### src/rtl/tod_timer_pkg.sv
package tod_timer_pkg;
  localparam int CNT_W    = 64;
  localparam int WORD_W   = 32;
  localparam int ACC_W    = 32;
  localparam int PERIOD_W = 10;
  localparam int PER_LSB  = 16;
  localparam int ADDR_W   = 3;

  localparam logic [ADDR_W-1:0] A_CTRL  = 3'd0;
  localparam logic [ADDR_W-1:0] A_CNTLO = 3'd1;
  localparam logic [ADDR_W-1:0] A_CNTHI = 3'd2;
  localparam logic [ADDR_W-1:0] A_ADD   = 3'd3;
  localparam logic [ADDR_W-1:0] A_ACC   = 3'd4;
  localparam logic [ADDR_W-1:0] A_OFFLO = 3'd5;
  localparam logic [ADDR_W-1:0] A_OFFHI = 3'd6;

  localparam int BIT_EN   = 2;
  localparam int BIT_BYP  = 3;
  localparam int BIT_SRST = 5;

  typedef struct packed {
    logic             softRst;
    logic             load;
    logic [CNT_W-1:0] loadVal;
  } tod_strobe_t;
endpackage

### src/rtl/tod_timer_regs.sv
module tod_timer_regs
  import tod_timer_pkg::*;
(
  input  logic                clk,
  input  logic                rstN,
  input  logic                wrEn,
  input  logic                rdEn,
  input  logic [ADDR_W-1:0]   addr,
  input  logic [WORD_W-1:0]   wrData,
  input  logic [CNT_W-1:0]    cntIn,
  input  logic [ACC_W-1:0]    accIn,
  output tod_strobe_t         strobe,
  output logic                enable,
  output logic                bypass,
  output logic [PERIOD_W-1:0] period,
  output logic [ACC_W-1:0]    addend,
  output logic [CNT_W-1:0]    offset,
  output logic [WORD_W-1:0]   rdData
);
  logic [1:0]        clkSel;
  logic [WORD_W-1:0] stagedLo;
  logic [WORD_W-1:0] hiSnap;
  logic [WORD_W-1:0] ctrlView;
  logic              wrCtrl;
  logic              rdLo;

  assign wrCtrl   = wrEn && (addr == A_CTRL);
  assign rdLo     = rdEn && (addr == A_CNTLO);
  assign ctrlView = {6'd0, period, 10'd0, 2'b00, bypass, enable, clkSel};

  always_comb begin
    strobe.softRst = wrCtrl && wrData[BIT_SRST];
    strobe.load    = wrEn && (addr == A_CNTHI);
    strobe.loadVal = {wrData, stagedLo};
  end

  always_ff @(posedge clk or negedge rstN) begin
    if (!rstN) begin
      enable   <= 1'b0;
      bypass   <= 1'b0;
      period   <= '0;
      clkSel   <= '0;
      addend   <= '0;
      offset   <= '0;
      stagedLo <= '0;
    end else if (wrEn) begin
      unique case (addr)
        A_CTRL: begin
          enable <= wrData[BIT_EN];
          bypass <= wrData[BIT_BYP];
          period <= wrData[PER_LSB +: PERIOD_W];
          clkSel <= wrData[1:0];
        end
        A_CNTLO: stagedLo <= wrData;
        A_ADD:   addend <= wrData;
        A_OFFLO: offset[WORD_W-1:0] <= wrData;
        A_OFFHI: offset[CNT_W-1:WORD_W] <= wrData;
        default: ;
      endcase
    end
  end

  always_ff @(posedge clk or negedge rstN) begin
    if (!rstN) begin
      hiSnap <= '0;
      rdData <= '0;
    end else if (rdEn) begin
      if (rdLo) hiSnap <= cntIn[CNT_W-1:WORD_W];
      unique case (addr)
        A_CTRL:  rdData <= ctrlView;
        A_CNTLO: rdData <= cntIn[WORD_W-1:0];
        A_CNTHI: rdData <= hiSnap;
        A_ADD:   rdData <= addend;
        A_ACC:   rdData <= accIn;
        A_OFFLO: rdData <= offset[WORD_W-1:0];
        A_OFFHI: rdData <= offset[CNT_W-1:WORD_W];
        default: rdData <= '0;
      endcase
    end
  end

  // a low-word read freezes the live high word
  a_r3_snapshot: assert property (@(posedge clk) disable iff (!rstN)
    rdLo |=> hiSnap == $past(cntIn[CNT_W-1:WORD_W]));

  // the soft-reset bit never reads back as set
  a_r7_srst_reads_zero: assert property (@(posedge clk) disable iff (!rstN)
    rdEn && addr == A_CTRL |=> !rdData[BIT_SRST]);
endmodule

### src/rtl/tod_timer_core.sv
module tod_timer_core
  import tod_timer_pkg::*;
(
  input  logic                clk,
  input  logic                rstN,
  input  tod_strobe_t         strobe,
  input  logic                enable,
  input  logic                bypass,
  input  logic [PERIOD_W-1:0] period,
  input  logic [ACC_W-1:0]    addend,
  output logic [CNT_W-1:0]    cnt,
  output logic [ACC_W-1:0]    acc
);
  logic [ACC_W:0]   accSum;
  logic             carry;
  logic [CNT_W-1:0] cntStep;

  assign accSum  = {1'b0, acc} + {1'b0, addend};
  assign carry   = accSum[ACC_W];
  assign cntStep = cnt + CNT_W'(period);

  always_ff @(posedge clk or negedge rstN) begin
    if (!rstN) begin
      cnt <= '0;
      acc <= '0;
    end else if (strobe.softRst) begin
      cnt <= '0;
      acc <= '0;
    end else if (strobe.load) begin
      cnt <= strobe.loadVal;
    end else if (enable) begin
      acc <= accSum[ACC_W-1:0];
      if (bypass || carry) cnt <= cntStep;
    end
  end

  // a high-word write commits the whole 64-bit value
  a_r2_commit: assert property (@(posedge clk) disable iff (!rstN)
    strobe.load && !strobe.softRst |=> cnt == $past(strobe.loadVal));

  // disabled timer holds counter and accumulator
  a_r6_hold: assert property (@(posedge clk) disable iff (!rstN)
    !enable && !strobe.load && !strobe.softRst |=> $stable(cnt) && $stable(acc));

  // soft reset clears counter and accumulator
  a_r7_clear: assert property (@(posedge clk) disable iff (!rstN)
    strobe.softRst |=> cnt == '0 && acc == '0);

  // without bypass the counter stays or moves by exactly one period
  a_r4_step: assert property (@(posedge clk) disable iff (!rstN)
    enable && !bypass && !strobe.load && !strobe.softRst |=>
      (cnt == $past(cnt)) || (cnt == $past(cnt) + CNT_W'($past(period))));

  // bypass advances on every enabled cycle
  a_r5_bypass: assert property (@(posedge clk) disable iff (!rstN)
    enable && bypass && !strobe.load && !strobe.softRst |=>
      cnt == $past(cnt) + CNT_W'($past(period)));
endmodule

### src/rtl/tod_timer.sv
module tod_timer
  import tod_timer_pkg::*;
(
  input  logic              clk,
  input  logic              rstN,
  input  logic              regWrEn,
  input  logic              regRdEn,
  input  logic [2:0]        regAddr,
  input  logic [31:0]       regWrData,
  output logic [31:0]       regRdData,
  output logic [63:0]       todNs
);
  tod_strobe_t         strobe;
  logic                enable;
  logic                bypass;
  logic [PERIOD_W-1:0] period;
  logic [ACC_W-1:0]    addend;
  logic [CNT_W-1:0]    offset;
  logic [CNT_W-1:0]    cnt;
  logic [ACC_W-1:0]    acc;

  tod_timer_regs u_regs (
    .clk    (clk),
    .rstN   (rstN),
    .wrEn   (regWrEn),
    .rdEn   (regRdEn),
    .addr   (regAddr),
    .wrData (regWrData),
    .cntIn  (cnt),
    .accIn  (acc),
    .strobe (strobe),
    .enable (enable),
    .bypass (bypass),
    .period (period),
    .addend (addend),
    .offset (offset),
    .rdData (regRdData)
  );

  tod_timer_core u_core (
    .clk    (clk),
    .rstN   (rstN),
    .strobe (strobe),
    .enable (enable),
    .bypass (bypass),
    .period (period),
    .addend (addend),
    .cnt    (cnt),
    .acc    (acc)
  );

  assign todNs = cnt + offset;
endmodule

### config.mk
export PLATFORM = sky130hd
export DESIGN_NAME = tod_timer
export DESIGN_NICKNAME = d
export VERILOG_FILES = /design/src/rtl/tod_timer_pkg.sv /design/src/rtl/tod_timer_regs.sv /design/src/rtl/tod_timer_core.sv /design/src/rtl/tod_timer.sv
export SDC_FILE = /design/constraint.sdc
export NUM_CORES = 1
export LEC_CHECK = 0
export ABC_AREA = 1
export BUFFER_PORTS_ARGS = -buffer_cell sky130_fd_sc_hd__buf_2
export CORE_MARGIN = 2
export CORE_UTILIZATION = 30
export DETAILED_ROUTE_END_ITERATION = 10
export SYNTH_ARGS = -nofsm -noshare
export SYNTH_HDL_FRONTEND = slang
export SYNTH_SLANG_ARGS = --single-unit
### constraint.sdc
create_clock -name clk -period 4.95 [get_ports clk]
set_input_delay 0.99 -clock clk [delete_from_list [all_inputs] [get_ports clk]]
set_output_delay 0.99 -clock clk [all_outputs]
set_load 0.01 [all_outputs]
==> flow_summary.html <==
<table>
<tr><th>Metric</th><th>Value</th></tr>
<tr><th colspan="2">Die</th></tr>
<tr><td>Die area</td><td>76,900 sq um</td></tr>
<tr><td>Horiz. Die Dim</td><td>277 um</td></tr>
<tr><td>Row Count</td><td>100</td></tr>
<tr><td>Area of the core</td><td>74,200 sq um</td></tr>
<tr><td>Die extent in y</td><td>277 um</td></tr>
<tr><td>I/O pin count</td><td>135</td></tr>
<tr><td>Effective utilization at floorplan</td><td>30.2%</td></tr>
<tr><th colspan="2">CTS</th></tr>
<tr><td>Number of sinks on the clock net</td><td>302</td></tr>
<tr><td>CTS Hold Buffers Added</td><td>0</td></tr>
<tr><td>TritonCTS Buffers</td><td>38</td></tr>
<tr><td>Clock network latency to the later pin of the worst-skew pair</td><td>0.60 ns</td></tr>
<tr><td>Total of cells resized after clock tree synthesis</td><td>0</td></tr>
<tr><td>Buffer levels on the longest clock path</td><td>3</td></tr>
<tr><td>Total number of H-tree levels</td><td>2</td></tr>
<tr><td>CTS clk-pin slew, worst paths</td><td>0.06 ns</td></tr>
<tr><td>Root cell of the clock tree</td><td>clkbuf_16</td></tr>
<tr><td>Count of buffers added by post-CTS timing repair for setup</td><td>0</td></tr>
<tr><td>CTS tree</td><td>done</td></tr>
<tr><th colspan="2">Power and ir drop</th></tr>
<tr><td>Max IR drop VDD</td><td>0.268 mV</td></tr>
<tr><td>Leakage power of the design</td><td>12.7 nW</td></tr>
<tr><td>Pwr/cell area</td><td>567 nW/um^2</td></tr>
<tr><th colspan="2">Run status</th></tr>
<tr><td>Status</td><td>finished clean</td></tr>
<tr><th colspan="2">Synthesis</th></tr>
<tr><td>Number of flops mapped to enable cells by yosys</td><td>0</td></tr>
<tr><td>Main area contributors after synthesis</td><td>dfrtp_1 (34%), nand2_1 (20%), o21ai_0 (7.2%)</td></tr>
<tr><td>Register area share after synthesis</td><td>33.7%</td></tr>
<tr><td>Synthesis-stage register bit count</td><td>302</td></tr>
<tr><td>Yosys warnings</td><td>0</td></tr>
<tr><td>Cells after Synth</td><td>3,444</td></tr>
<tr><td>Predominant post-synthesis flop cell</td><td>dfrtp_1</td></tr>
<tr><td>Top-count cell post-synth</td><td>nand2_1</td></tr>
<tr><td>Syn Std Cell Area</td><td>22,400 sq um</td></tr>
<tr><td>Top cell types by occurrence after synthesis</td><td>nand2_1 (1,189), inv_1 (413), o21ai_0 (320), nor2_1 (319), dfrtp_1 (302)</td></tr>
<tr><td>Mean instance size in the synthesized netlist</td><td>6.50 sq um</td></tr>
<tr><td>Post-Synthesis Net Count</td><td>3,591</td></tr>
<tr><td>Proportion of register bits with asynchronous set or reset after synthesis</td><td>100%</td></tr>
<tr><td>Area fraction of the dominant cell type after synthesis</td><td>33.7%</td></tr>
<tr><td>Leading area contributor after synthesis</td><td>dfrtp_1</td></tr>
<tr><td>Number of library cell types mapped by synthesis</td><td>47</td></tr>
<tr><th colspan="2">Routing</th></tr>
<tr><td>Drt wl/cell</td><td>22.7 um</td></tr>
<tr><td>Router iterations before antenna repair</td><td>9</td></tr>
<tr><td>DR vias</td><td>24,105</td></tr>
<tr><td>Detailed router's first-iteration violation count</td><td>3,045</td></tr>
<tr><td>Count of antenna-violating nets left after detailed routing</td><td>0</td></tr>
<tr><td>Wire length reported by the detailed router</td><td>103,000 um</td></tr>
<tr><td>Via density per instance</td><td>5.30</td></tr>
<tr><td>Post-route DRC violation count</td><td>0</td></tr>
<tr><th colspan="2">STA</th></tr>
<tr><td>Clock skew</td><td>0.0333 ns</td></tr>
<tr><td>Min Hold Slack</td><td>0.389 ns</td></tr>
<tr><td>Crit path setup slack, layout</td><td>0.535 ns</td></tr>
<tr><td>Final worst path period share</td><td>89.2%</td></tr>
<tr><td>Period minus WS final</td><td>4.42 ns</td></tr>
<tr><td>Fin. max-slew vios</td><td>0</td></tr>
<tr><td>Transition time at the pin with the least slew margin</td><td>1.18 ns</td></tr>
<tr><td>Number of hold violations in the final report</td><td>0</td></tr>
<tr><td>Setup-violating endpoint count in the final report</td><td>0</td></tr>
<tr><td>Max Freq</td><td>226 MHz</td></tr>
<tr><td>Worst-case headroom to the max-slew limit</td><td>21.1%</td></tr>
<tr><td>Setup repair after global routing missed its margin</td><td>no</td></tr>
<tr><td>Final sum of negative setup slack</td><td>0 ns</td></tr>
<tr><th colspan="2">Cells and area</th></tr>
<tr><td>Layout cell share with drive strength beyond 1</td><td>7.57%</td></tr>
<tr><td>Number of filler cells placed in the layout</td><td>8,167</td></tr>
<tr><td>NumNets Final</td><td>3,700</td></tr>
<tr><td>Total area of sequential cells</td><td>7560 sq um</td></tr>
<tr><td>Area used by multi-input combinational logic</td><td>12,800 sq um</td></tr>
<tr><td>Layout Cell Area excl Fill</td><td>25,400 sq um</td></tr>
<tr><td>Synth-to-layout area growth</td><td>13.6%</td></tr>
<tr><td>Core utilization of the finished layout</td><td>34.3%</td></tr>
<tr><th colspan="2">Placement</th></tr>
<tr><td>Number of port buffers</td><td>134</td></tr>
<tr><td>Instance area at placement</td><td>24,100 sq um</td></tr>
<tr><td>Final weighted congestion in routability-driven placement</td><td>1.01</td></tr>
<tr><td>Post-detail-place hpwl</td><td>82,000 um</td></tr>
<tr><td>Worst slack at placement</td><td>1.18 ns</td></tr>
<tr><th colspan="2">Critical path</th></tr>
<tr><td>CP startpoint kind</td><td>flop</td></tr>
<tr><td>CP required</td><td>3.96 ns</td></tr>
<tr><td>Highest fanout seen on the critical path</td><td>7</td></tr>
<tr><td>Critical path endpoint category</td><td>output port</td></tr>
<tr><td>Arrival time worst endpoint</td><td>3.43 ns</td></tr>
<tr><td>Category of the critical setup timing path</td><td>flop to output port</td></tr>
<tr><th colspan="2">GRT</th></tr>
<tr><td>Number of global-route vias before repair</td><td>22,495</td></tr>
<tr><td>Gr ovfl total</td><td>0</td></tr>
<tr><td>Maximum number of pins on one net before global-route repair</td><td>108</td></tr>
<tr><td>Global routing usage summed across all routing layers</td><td>26.4%</td></tr>
<tr><td>Initial antenna violation count</td><td>14</td></tr>
<tr><td>Global-route wire length before repair</td><td>150,000 um</td></tr>
<tr><th colspan="2">Min path</th></tr>
<tr><td>Hold crit path type</td><td>primary input to async pin</td></tr>
<tr><th colspan="2">Run</th></tr>
<tr><td>Max_cap viols</td><td>0</td></tr>
</table>
## kinds of logic (layout without fill, tap and decap cells)
| family | count (synthesis) | in the layout | share of synthesized area [%] |
|---|---|---|---|
| simple gates | 1818 | 1818 | 33.0 |
| compound gates | 636 | 636 | 15.6 |
| buf+inv | 520 | 657 | 9.12 |
| flops | 302 | 302 | 33.7 |
| fa+ha+maj | 108 | 108 | 6.13 |
| xor+xnor | 53 | 53 | 2.07 |
| mux | 7 | 7 | 0.352 |
| other cells | 0 | 2 | 0 |
## metrics by stage
step | std cells | total power [mW]
global placement | 4482 | 11.1
floorplan | 3444 | 8.11
global route | 4551 | 15.2
detailed placement | 4482 | 11.2
CTS | 4550 | 14.2
finish | 4552 | 14.4
## layout make-up
class                           instances  share of cell area, %
Multi-Input combinational cell       2622                   50.4
Clock buffer                           45                   3.96
Inverter                              425                   6.27
Clock inverter                         23                   1.26
Sequential cell                       302                   29.7
Tap cell                              969                   4.77
Timing Repair Buffer                  164                   3.66
Antenna cell                            2                 0.0197
## power breakdown
group	internal (mW)	leakage (nW)	switching, mW	total, mW
combinational	2.25	8.15	4.75	7.00
sequential	3.18	3.88	1.18	4.37
clock	1.83	0.661	1.22	3.05
## flip-flops by register name, summed over array words and instances (netlist names)
register / cells
u_regs.clkSel: 2
u_regs.hiSnap: 32
u_regs.bypass: 1
u_core.acc: 32
u_regs.offset: 64
u_regs.enable: 1
u_regs.rdData: 32
u_regs.addend: 32
u_core.cnt: 64
u_regs.period: 10
u_regs.stagedLo: 32
## worst max-delay path, cell delays in order, from the launching register on
cell and delay, ns:
dfrtp_1 0.69, ha_1 0.41, a21o_1 0.21, a21oi_1 0.21, o21ai_0 0.20, a21oi_1 0.64
inv_1 0.09, nand2_1 0.10, nand3_1 0.06, nand2_1 0.07, nand2_1 0.04, buf_2 0.13
## cell usage in the layout (no fill, tap or decap), types with 5 or more instances in the layout
| cell | netlist | layout |
|---|---|---|
| nand3_1 | 184 | 184 |
| nand2_2 | 6 | 11 |
| nor3_1 | 21 | 21 |
| nand4_1 | 63 | 63 |
| nand3b_1 | 6 | 6 |
| a22oi_1 | 7 | 7 |
| nor2_1 | 319 | 319 |
| mux2_2 | 7 | 7 |
| dfrtp_1 | 302 | 302 |
| a22o_1 | 9 | 9 |
| nor4_1 | 13 | 13 |
| xnor2_1 | 10 | 10 |
| xor2_1 | 43 | 43 |
| a21oi_1 | 167 | 167 |
| inv_2 | 10 | 10 |
| a21o_1 | 7 | 7 |
| buf_2 | 24 | 133 |
| clkinv_2 | 0 | 10 |
| o21ai_0 | 320 | 320 |
| buf_4 | 4 | 28 |
| a221oi_1 | 25 | 25 |
| inv_1 | 413 | 413 |
| ha_1 | 105 | 105 |
| o2111ai_1 | 5 | 5 |
| o21bai_1 | 27 | 27 |
| bufinv_16 | 0 | 7 |
| o21ai_1 | 45 | 45 |
| nand2_1 | 1189 | 1184 |
| o22ai_1 | 9 | 9 |
| clkbuf_16 | 0 | 38 |
## per-layer routing
| metal | vias up | wire length [um] | global-route usage [%] |
|---|---|---|---|
| met4 | 10 | 6380 | 14.2 |
| met2 | 1171 | 42700 | 39.1 |
| li1 | 11388 | - | - |
| met5 | - | 61 | 0 |
| met1 | 11272 | 44400 | 36.2 |
| met3 | 264 | 9740 | 4.98 |
## worst paths after layout
kind                                     from                  to  slack (ns)  cells after the start
min                                      rstN    u_regs.rdData[2]        0.39                      1
min in group clk           u_regs.stagedLo[2]  u_regs.stagedLo[2]        0.49                      2
max                            u_core.cnt[16]           todNs[51]        0.53                     11
max in group asynchronous                rstN   u_regs.offset[59]        3.53                      2
max reg2reg                  u_regs.addend[0]      u_core.cnt[27]        1.67                     15
min reg2reg                u_regs.stagedLo[2]  u_regs.stagedLo[2]        0.49                      2
Note: power is estimated with default switching activity, not from simulation.
